File: config.mk
export PLATFORM = sky130hd
export DESIGN_NAME = unary_alu
export DESIGN_NICKNAME = d
export VERILOG_FILES = /design/src/rtl/unary_alu_pkg.sv /design/src/rtl/unary_alu_size_dec.sv /design/src/rtl/unary_alu_core.sv /design/src/rtl/unary_alu_cycles.sv /design/src/rtl/unary_alu.sv
export SDC_FILE = /design/constraint.sdc
export NUM_CORES = 1
export LEC_CHECK = 0
export BUFFER_PORTS_ARGS = -buffer_cell sky130_fd_sc_hd__buf_2
export CAP_MARGIN = 20
export CELL_PAD_IN_SITES_DETAIL_PLACEMENT = 1
export CELL_PAD_IN_SITES_GLOBAL_PLACEMENT = 1
export CORE_MARGIN = 8
export CORE_UTILIZATION = 38
export CTS_BUF_LIST = sky130_fd_sc_hd__clkbuf_4 sky130_fd_sc_hd__clkbuf_8
export CTS_CLUSTER_DIAMETER = 40
export DETAILED_ROUTE_END_ITERATION = 10
export HOLD_SLACK_MARGIN = 0.1
export PLACE_DENSITY_LB_ADDON = 0.08
export SYNTH_ARGS = -nofsm -noshare
export SYNTH_HDL_FRONTEND = slang
export SYNTH_SLANG_ARGS = --single-unit
export TNS_END_PERCENT = 10
File: constraint.sdc
create_clock -name clk -period 0.8 [get_ports clk]
set_input_delay 0.04 -clock clk [delete_from_list [all_inputs] [get_ports clk]]
set_output_delay 0.04 -clock clk [all_outputs]
set_load 0.05 [all_outputs]
File: src/rtl/unary_alu_pkg.sv
package unary_alu_pkg;

  localparam int unsigned DATA_W = 32;

  typedef logic [DATA_W-1:0] word_t;
  typedef logic [DATA_W:0]   wide_t;

  typedef enum logic [1:0] {
    KIND_NEGX = 2'd0,
    KIND_CLR  = 2'd1,
    KIND_NEG  = 2'd2,
    KIND_NOT  = 2'd3
  } kind_e;

  typedef enum logic [1:0] {
    SZ_BYTE = 2'd0,
    SZ_WORD = 2'd1,
    SZ_LONG = 2'd2,
    SZ_BAD  = 2'd3
  } size_e;

  typedef struct packed {
    logic n;
    logic z;
    logic v;
    logic c;
    logic x;
  } flags_t;

  // Mask covering the addressed field for a size code.
  function automatic word_t field_mask(size_e s);
    word_t m;
    case (s)
      SZ_BYTE: m = word_t'(32'h0000_00FF);
      SZ_WORD: m = word_t'(32'h0000_FFFF);
      default: m = '1;
    endcase
    return m;
  endfunction

  // Sign bit of the field for a size code.
  function automatic logic field_sign(word_t v, size_e s);
    logic b;
    case (s)
      SZ_BYTE: b = v[7];
      SZ_WORD: b = v[15];
      default: b = v[DATA_W-1];
    endcase
    return b;
  endfunction

  // Zero minus a minus borrow-in, one bit wider to expose the borrow.
  function automatic wide_t zero_minus(word_t a, logic bin);
    return wide_t'(0) - {1'b0, a} - wide_t'(bin);
  endfunction

endpackage

File: src/rtl/unary_alu_size_dec.sv
module unary_alu_size_dec
  import unary_alu_pkg::*;
(
  input  logic [1:0] op_size,
  output size_e      size_o,
  output word_t      mask_o,
  output logic       legal_o
);
  always_comb begin
    size_o  = size_e'(op_size);
    legal_o = (size_o != SZ_BAD);
    mask_o  = field_mask(size_o);
  end
endmodule

File: src/rtl/unary_alu_core.sv
module unary_alu_core
  import unary_alu_pkg::*;
(
  input  kind_e  kind_i,
  input  size_e  size_i,
  input  word_t  mask_i,
  input  word_t  operand_i,
  input  logic   x_i,
  input  logic   z_i,
  output word_t  field_o,
  output flags_t flags_o,
  output logic   borrow_o,
  output logic   ovf_o,
  output logic   zero_o
);
  word_t a_m;
  wide_t diff;
  logic  bin;

  always_comb begin
    a_m  = operand_i & mask_i;
    bin  = (kind_i == KIND_NEGX) ? x_i : 1'b0;
    diff = zero_minus(a_m, bin);

    case (kind_i)
      KIND_NEGX, KIND_NEG: field_o = diff[DATA_W-1:0] & mask_i;
      KIND_NOT:            field_o = ~a_m & mask_i;
      default:             field_o = '0;
    endcase

    borrow_o = diff[DATA_W];
    ovf_o    = field_sign(a_m, size_i) & field_sign(field_o, size_i);
    zero_o   = (field_o == '0);

    flags_o.n = field_sign(field_o, size_i);
    case (kind_i)
      KIND_NEGX: begin
        flags_o.z = z_i & zero_o;
        flags_o.v = ovf_o;
        flags_o.c = borrow_o;
        flags_o.x = borrow_o;
      end
      KIND_NEG: begin
        flags_o.z = zero_o;
        flags_o.v = ovf_o;
        flags_o.c = borrow_o;
        flags_o.x = borrow_o;
      end
      KIND_CLR: begin
        flags_o.n = 1'b0;
        flags_o.z = 1'b1;
        flags_o.v = 1'b0;
        flags_o.c = 1'b0;
        flags_o.x = x_i;
      end
      default: begin
        flags_o.z = zero_o;
        flags_o.v = 1'b0;
        flags_o.c = 1'b0;
        flags_o.x = x_i;
      end
    endcase
  end
endmodule

File: src/rtl/unary_alu_cycles.sv
module unary_alu_cycles
  import unary_alu_pkg::*;
#(
  parameter int unsigned CYC_W     = 4,
  parameter int unsigned CYC_SHORT = 4,
  parameter int unsigned CYC_LONG  = 6
) (
  input  size_e            size_i,
  input  logic             legal_i,
  input  logic             mem_i,
  output logic [CYC_W-1:0] cycles_o
);
  localparam logic [CYC_W-1:0] BASE_S = CYC_W'(CYC_SHORT);
  localparam logic [CYC_W-1:0] BASE_L = CYC_W'(CYC_LONG);

  logic [CYC_W-1:0] base;

  always_comb begin
    base = (size_i == SZ_LONG) ? BASE_L : BASE_S;
    if (!legal_i)
      cycles_o = '0;
    else if (mem_i)
      cycles_o = base << 1;
    else
      cycles_o = base;
  end
endmodule

File: src/rtl/unary_alu.sv
module unary_alu
  import unary_alu_pkg::*;
#(
  parameter int unsigned CYC_W     = 4,
  parameter int unsigned CYC_SHORT = 4,
  parameter int unsigned CYC_LONG  = 6
) (
  input  logic             clk,
  input  logic             rst_n,
  input  logic             in_valid,
  input  logic [1:0]       op_kind,
  input  logic [1:0]       op_size,
  input  logic [31:0]      operand,
  input  logic             x_in,
  input  logic             z_in,
  input  logic             dst_mem,
  output logic             out_valid,
  output logic [31:0]      result,
  output logic             flag_n,
  output logic             flag_z,
  output logic             flag_v,
  output logic             flag_c,
  output logic             flag_x,
  output logic             illegal,
  output logic [CYC_W-1:0] cycles
);
  size_e            size_w;
  word_t            mask_w;
  logic             legal_w;
  word_t            field_w;
  flags_t           flags_core;
  flags_t           flags_nxt;
  logic             borrow_w;
  logic             ovf_w;
  logic             zero_w;
  logic [CYC_W-1:0] cyc_w;
  word_t            result_nxt;

  unary_alu_size_dec u_size (
    .op_size (op_size),
    .size_o  (size_w),
    .mask_o  (mask_w),
    .legal_o (legal_w)
  );

  unary_alu_core u_core (
    .kind_i    (kind_e'(op_kind)),
    .size_i    (size_w),
    .mask_i    (mask_w),
    .operand_i (operand),
    .x_i       (x_in),
    .z_i       (z_in),
    .field_o   (field_w),
    .flags_o   (flags_core),
    .borrow_o  (borrow_w),
    .ovf_o     (ovf_w),
    .zero_o    (zero_w)
  );

  unary_alu_cycles #(
    .CYC_W     (CYC_W),
    .CYC_SHORT (CYC_SHORT),
    .CYC_LONG  (CYC_LONG)
  ) u_cyc (
    .size_i   (size_w),
    .legal_i  (legal_w),
    .mem_i    (dst_mem),
    .cycles_o (cyc_w)
  );

  always_comb begin
    if (legal_w) begin
      result_nxt = (operand & ~mask_w) | field_w;
      flags_nxt  = flags_core;
    end else begin
      result_nxt  = operand;
      flags_nxt.n = 1'b0;
      flags_nxt.z = z_in;
      flags_nxt.v = 1'b0;
      flags_nxt.c = 1'b0;
      flags_nxt.x = x_in;
    end
  end

  always_ff @(posedge clk or negedge rst_n) begin
    if (!rst_n) begin
      out_valid <= 1'b0;
      result    <= '0;
      flag_n    <= 1'b0;
      flag_z    <= 1'b0;
      flag_v    <= 1'b0;
      flag_c    <= 1'b0;
      flag_x    <= 1'b0;
      illegal   <= 1'b0;
      cycles    <= '0;
    end else begin
      out_valid <= in_valid;
      if (in_valid) begin
        result  <= result_nxt;
        flag_n  <= flags_nxt.n;
        flag_z  <= flags_nxt.z;
        flag_v  <= flags_nxt.v;
        flag_c  <= flags_nxt.c;
        flag_x  <= flags_nxt.x;
        illegal <= ~legal_w;
        cycles  <= cyc_w;
      end
    end
  end
endmodule

==> flow_summary_export.csv <==
group,metric,value,unit
status,status,"finished with violations",
status,violations,"setup timing",
sta,slew_violations,0,
cts,clk_pin_slew,0.09,ns
die,die_h,130.8,um
drt,drcViolationCount,0,
synthesis,synthArstFlopShare,100.0,%
die,initial_core_util,38.41,%
grt,grt_pass1_wl,42.06,mm
synthesis,ys_ff_latch,42,
synthesis,yosysSeqAreaShare,20.99,%
drt,avgRoutedWirePerCell,28.63,um
cts,clock_path_buffers,2,
power_and_ir_drop,seqPwrFrac,20.7,%
sta,fin_skew,0,ns
placed_design,gp_congestion,0.8828,
drt,dr.first_iter.drc_count,782,
finish,fillers,1548,
placed_design,dpl_cell_area,0.007092,sq mm
power_and_ir_drop,ir_drop,0.0009392,V
cts,cts_tree,"built",
power_and_ir_drop,power_frac_clock,14.2,%
grt,grt_start_max_net_pins,69,
synthesis,syn_area,0.005006,sq mm
drt,vias_per_cell,6.607,
hold_path,holdCritStartpoint,"operand[1]",
grt,grt_remaining_overflow,0,
drt,firstDrtPassIters,5,
die,num_rows,42,
hold_path,hold_end,"result[1]$_DFFE_PN0P_",
sta,hold_viol,0,
cts,cts_made_buffers,5,
sta,setup_viol,83,
drt,via_count,7506,
worst_setup_path,r2r-end,"flag_z$_DFFE_PN0P_",
finish,fin_nets,1026,
synthesis,synthFlopType,"dfrtp_1",
synthesis,syn_inst,693,
run,max_cap_viol_count,0,
synthesis,ys_warn_count,0,
sta,max-slew-margin-rel,46.29,%
sta,fin_setup_tns,-71.40,ns
sta,fmax,312.9,MHz
worst_setup_path,ff2ff_path_depth,2,
finish,drive_above_1_share,48.96,%
power_and_ir_drop,p_per_area,1518,mW/mm^2
sta,period_share,399.5,%
placed_design,dp_slack,-2.537,ns
power_and_ir_drop,p_int,0.006874,W
worst_setup_path,r2r_start,"flag_z$_DFFE_PN0P_",
drt,postRouteAntennaNets,0,
grt,grt_pass1_vias,7726,
worst_setup_path,r2r_slack,-0.17,ns
die,dieArea,0.01710,sq mm
power_and_ir_drop,p_leak,3.872,nW
power_and_ir_drop,combPwrFrac,65.1,%
cts,htreeDepth,2,
cts,cts_sinks,42,
cts,holdBufCountCts,2,
finish,areaGrowthSynthToFinish,70.98,%
drt,routed_wl,32.52,mm
worst_setup_path,crit_path_start_kind,"primary input",
synthesis,synth-edff-count,0,
power_and_ir_drop,switching_share,47.08,%
grt,groute.usage.overall,31.87,%
finish,insertedDiodeCount,0,
worst_setup_path,worstPathArrival,3.40,ns
die,core,0.01303,sq mm
die,die_x,130.8,um
power_and_ir_drop,p_switching,0.006115,W
sta,rsz0062_at_grt,"yes",
placed_design,dp_hpwl,18.22,mm
sta,holdWs,0.1119,ns
hold_path,hp-class,"in -> reg",
sta,period_needed,3.196,ns
worst_setup_path,path_class,"in -> reg",
sta,setup_ws,-2.396,ns
synthesis,synth_nets,760,
cts,cts_root_buf,"clkbuf_8",
cts,clock_latency,0.31,ns
sta,tightest_slew,0.7973,ns
worst_setup_path,worst-path-max-fanout,7,
synthesis,ys_types,80,
grt,antenna_found_initial,1,
worst_setup_path,required,1.01,ns
die,pin_count,85,
placed_design,io_buffers,83,
worst_setup_path,end_kind,"flop",
finish,final_area,0.008559,sq mm
synthesis,syn_area_per_cell,7.224,sq um
hold_path,min_path_cells,3,
registers in the layout, indices dropped and copies added, names as in the netlist:
name	flops
cycles	3
flag_c	1
flag_n	1
flag_v	1
flag_x	1
flag_z	1
illegal	1
out_valid	1
result	32
worst max-delay path, cell delays in order:
cell and delay (ns):
buf_6 0.09, or2_4 0.30, buf_6 0.15, nand2_8 0.08
inv_4 0.04, ha_4 0.23, buf_6 0.12, a21oi_4 0.11
o21ai_2 0.08, a311oi_2 0.32, buf_4 0.20, o31ai_4 0.10
a31oi_2 0.23, mux2i_2 0.40, o31ai_2 0.19, a21oi_1 0.22
nand4_1 0.17, o31ai_1 0.30
power by group through the flow:
stage | Combinational [W] | Sequential, W | Clock (W)
floorplan | 0.00267 | 0.00359 | 0
global placement | 0.00603 | 0.00258 | 0
detailed placement | 0.00624 | 0.00260 | 0
CTS | 0.00722 | 0.00263 | 0.00175
global route | 0.00872 | 0.00270 | 0.00189
finish | 0.00845 | 0.00269 | 0.00185
layer usage:
| metal | vias up | global-route usage (%) | wire, um |
|---|---|---|---|
| li1 | 3065 | - | - |
| met5 | - | 0 | 14 |
| met3 | 251 | 5.032 | 2307 |
| met2 | 515 | 57.44 | 15820 |
| met1 | 3673 | 33.63 | 11370 |
| met4 | 2 | 21.67 | 3010 |
layout make-up:
type / instances / area [sq um] / share of cell area [%]
flip-flops and latches: 42 / 1051 / 12.28
clock inverters: 2 / 37.54 / 0.4385
inverters: 45 / 191.4 / 2.237
repair buffers: 306 / 2521 / 29.45
multi-input cells: 559 / 4462 / 52.13
clock buffers: 6 / 76.32 / 0.8917
well taps: 176 / 220.2 / 2.573
how the worst max path moves through the flow:
stage	depth (start not counted)	slack (ns)	endpoint	startpoint
after global routing	18	-2.46	flag_z$_DFFE_PN0P_	op_size[0]
after detailed placement	17	-2.54	result[14]$_DFFE_PN0P_	op_kind[0]
after CTS	15	-2.00	flag_z$_DFFE_PN0P_	op_size[1]
final	18	-2.40	flag_z$_DFFE_PN0P_	op_size[0]
after global placement	17	-2.49	flag_z$_DFFE_PN0P_	op_size[1]
after floorplan	19	-2.30	flag_z$_DFFE_PN0P_	op_size[1]
cell usage after synthesis (9+ instances only):
library cell,n,share of area [%]
buf_2,11,1.1
clkbuf_1,27,2.0
dfrtp_1,42,21
ha_1,25,6.2
xor2_1,9,1.6
xnor2_1,18,3.1
and3_1,13,1.6
inv_1,41,3.1
nand4_1,12,1.5
o211ai_1,15,2.2
nand2_1,80,6.0
mux2_2,17,3.8
nor2_1,60,4.5
nand3_1,23,2.3
nor3_1,16,1.6
a21oi_1,62,6.2
a21o_1,14,2.1
o21ai_0,41,4.1
cells by family (layout without fill, tap and decap cells):
family / Yosys count / in the layout / synth area share, %
AO/OA/AOI/OAI: 226 / 226 / 30.37
other: 1 / 1 / 0.07491
flip-flops: 42 / 42 / 20.99
multiplexers: 24 / 24 / 5.224
buffers and inverters: 92 / 359 / 7.498
adder cells (fa/ha/maj): 25 / 25 / 6.248
XOR/XNOR: 27 / 27 / 4.724
AND/OR/NAND/NOR: 256 / 256 / 24.87
through the flow:
stage	total power [W]	util (%)	cells
after global routing	0.01332	65.68	1136
after floorplan	0.006266	-	693
final	0.01299	65.68	1136
after CTS	0.01160	61.84	1121
after detailed placement	0.008843	54.42	1107
after global placement	0.008614	54.42	1107
placed cells by master, fill, tap and decap left out, types with 5 or more instances in the layout:
| cell | count |
|---|---|
| inv_1 | 36 |
| a211oi_1 | 6 |
| o21ai_2 | 8 |
| ha_4 | 9 |
| mux2_2 | 16 |
| nand3_1 | 19 |
| o21ai_1 | 12 |
| and3_4 | 5 |
| nor3_1 | 14 |
| nand2_4 | 5 |
| a21oi_1 | 45 |
| nand2_2 | 6 |
| inv_2 | 5 |
| a21o_1 | 13 |
| nand2b_1 | 6 |
| or3_1 | 6 |
| o211ai_1 | 15 |
| nand2_1 | 68 |
| a21oi_4 | 5 |
| ha_1 | 16 |
| nor2_1 | 54 |
| xnor2_1 | 15 |
| dfrtp_1 | 42 |
| and3_1 | 9 |
| mux2i_1 | 5 |
| o221ai_1 | 5 |
| clkbuf_8 | 5 |
| and2_1 | 5 |
| xor2_1 | 6 |
| o21ai_0 | 25 |
| buf_2 | 36 |
| nand4_1 | 12 |
| buf_4 | 199 |
| a21oi_2 | 12 |
| buf_6 | 61 |
timing repair:
action | 4_1_cts | 5_1_grt
endpoints found under the hold margin | 45 | 1
endpoints found under the setup margin | 83 | 83
gates resized for setup | 200 | 86
pin swaps | 29 | 58
setup buffers | 4 | 19
Note: power is estimated with default switching activity, not from simulation.
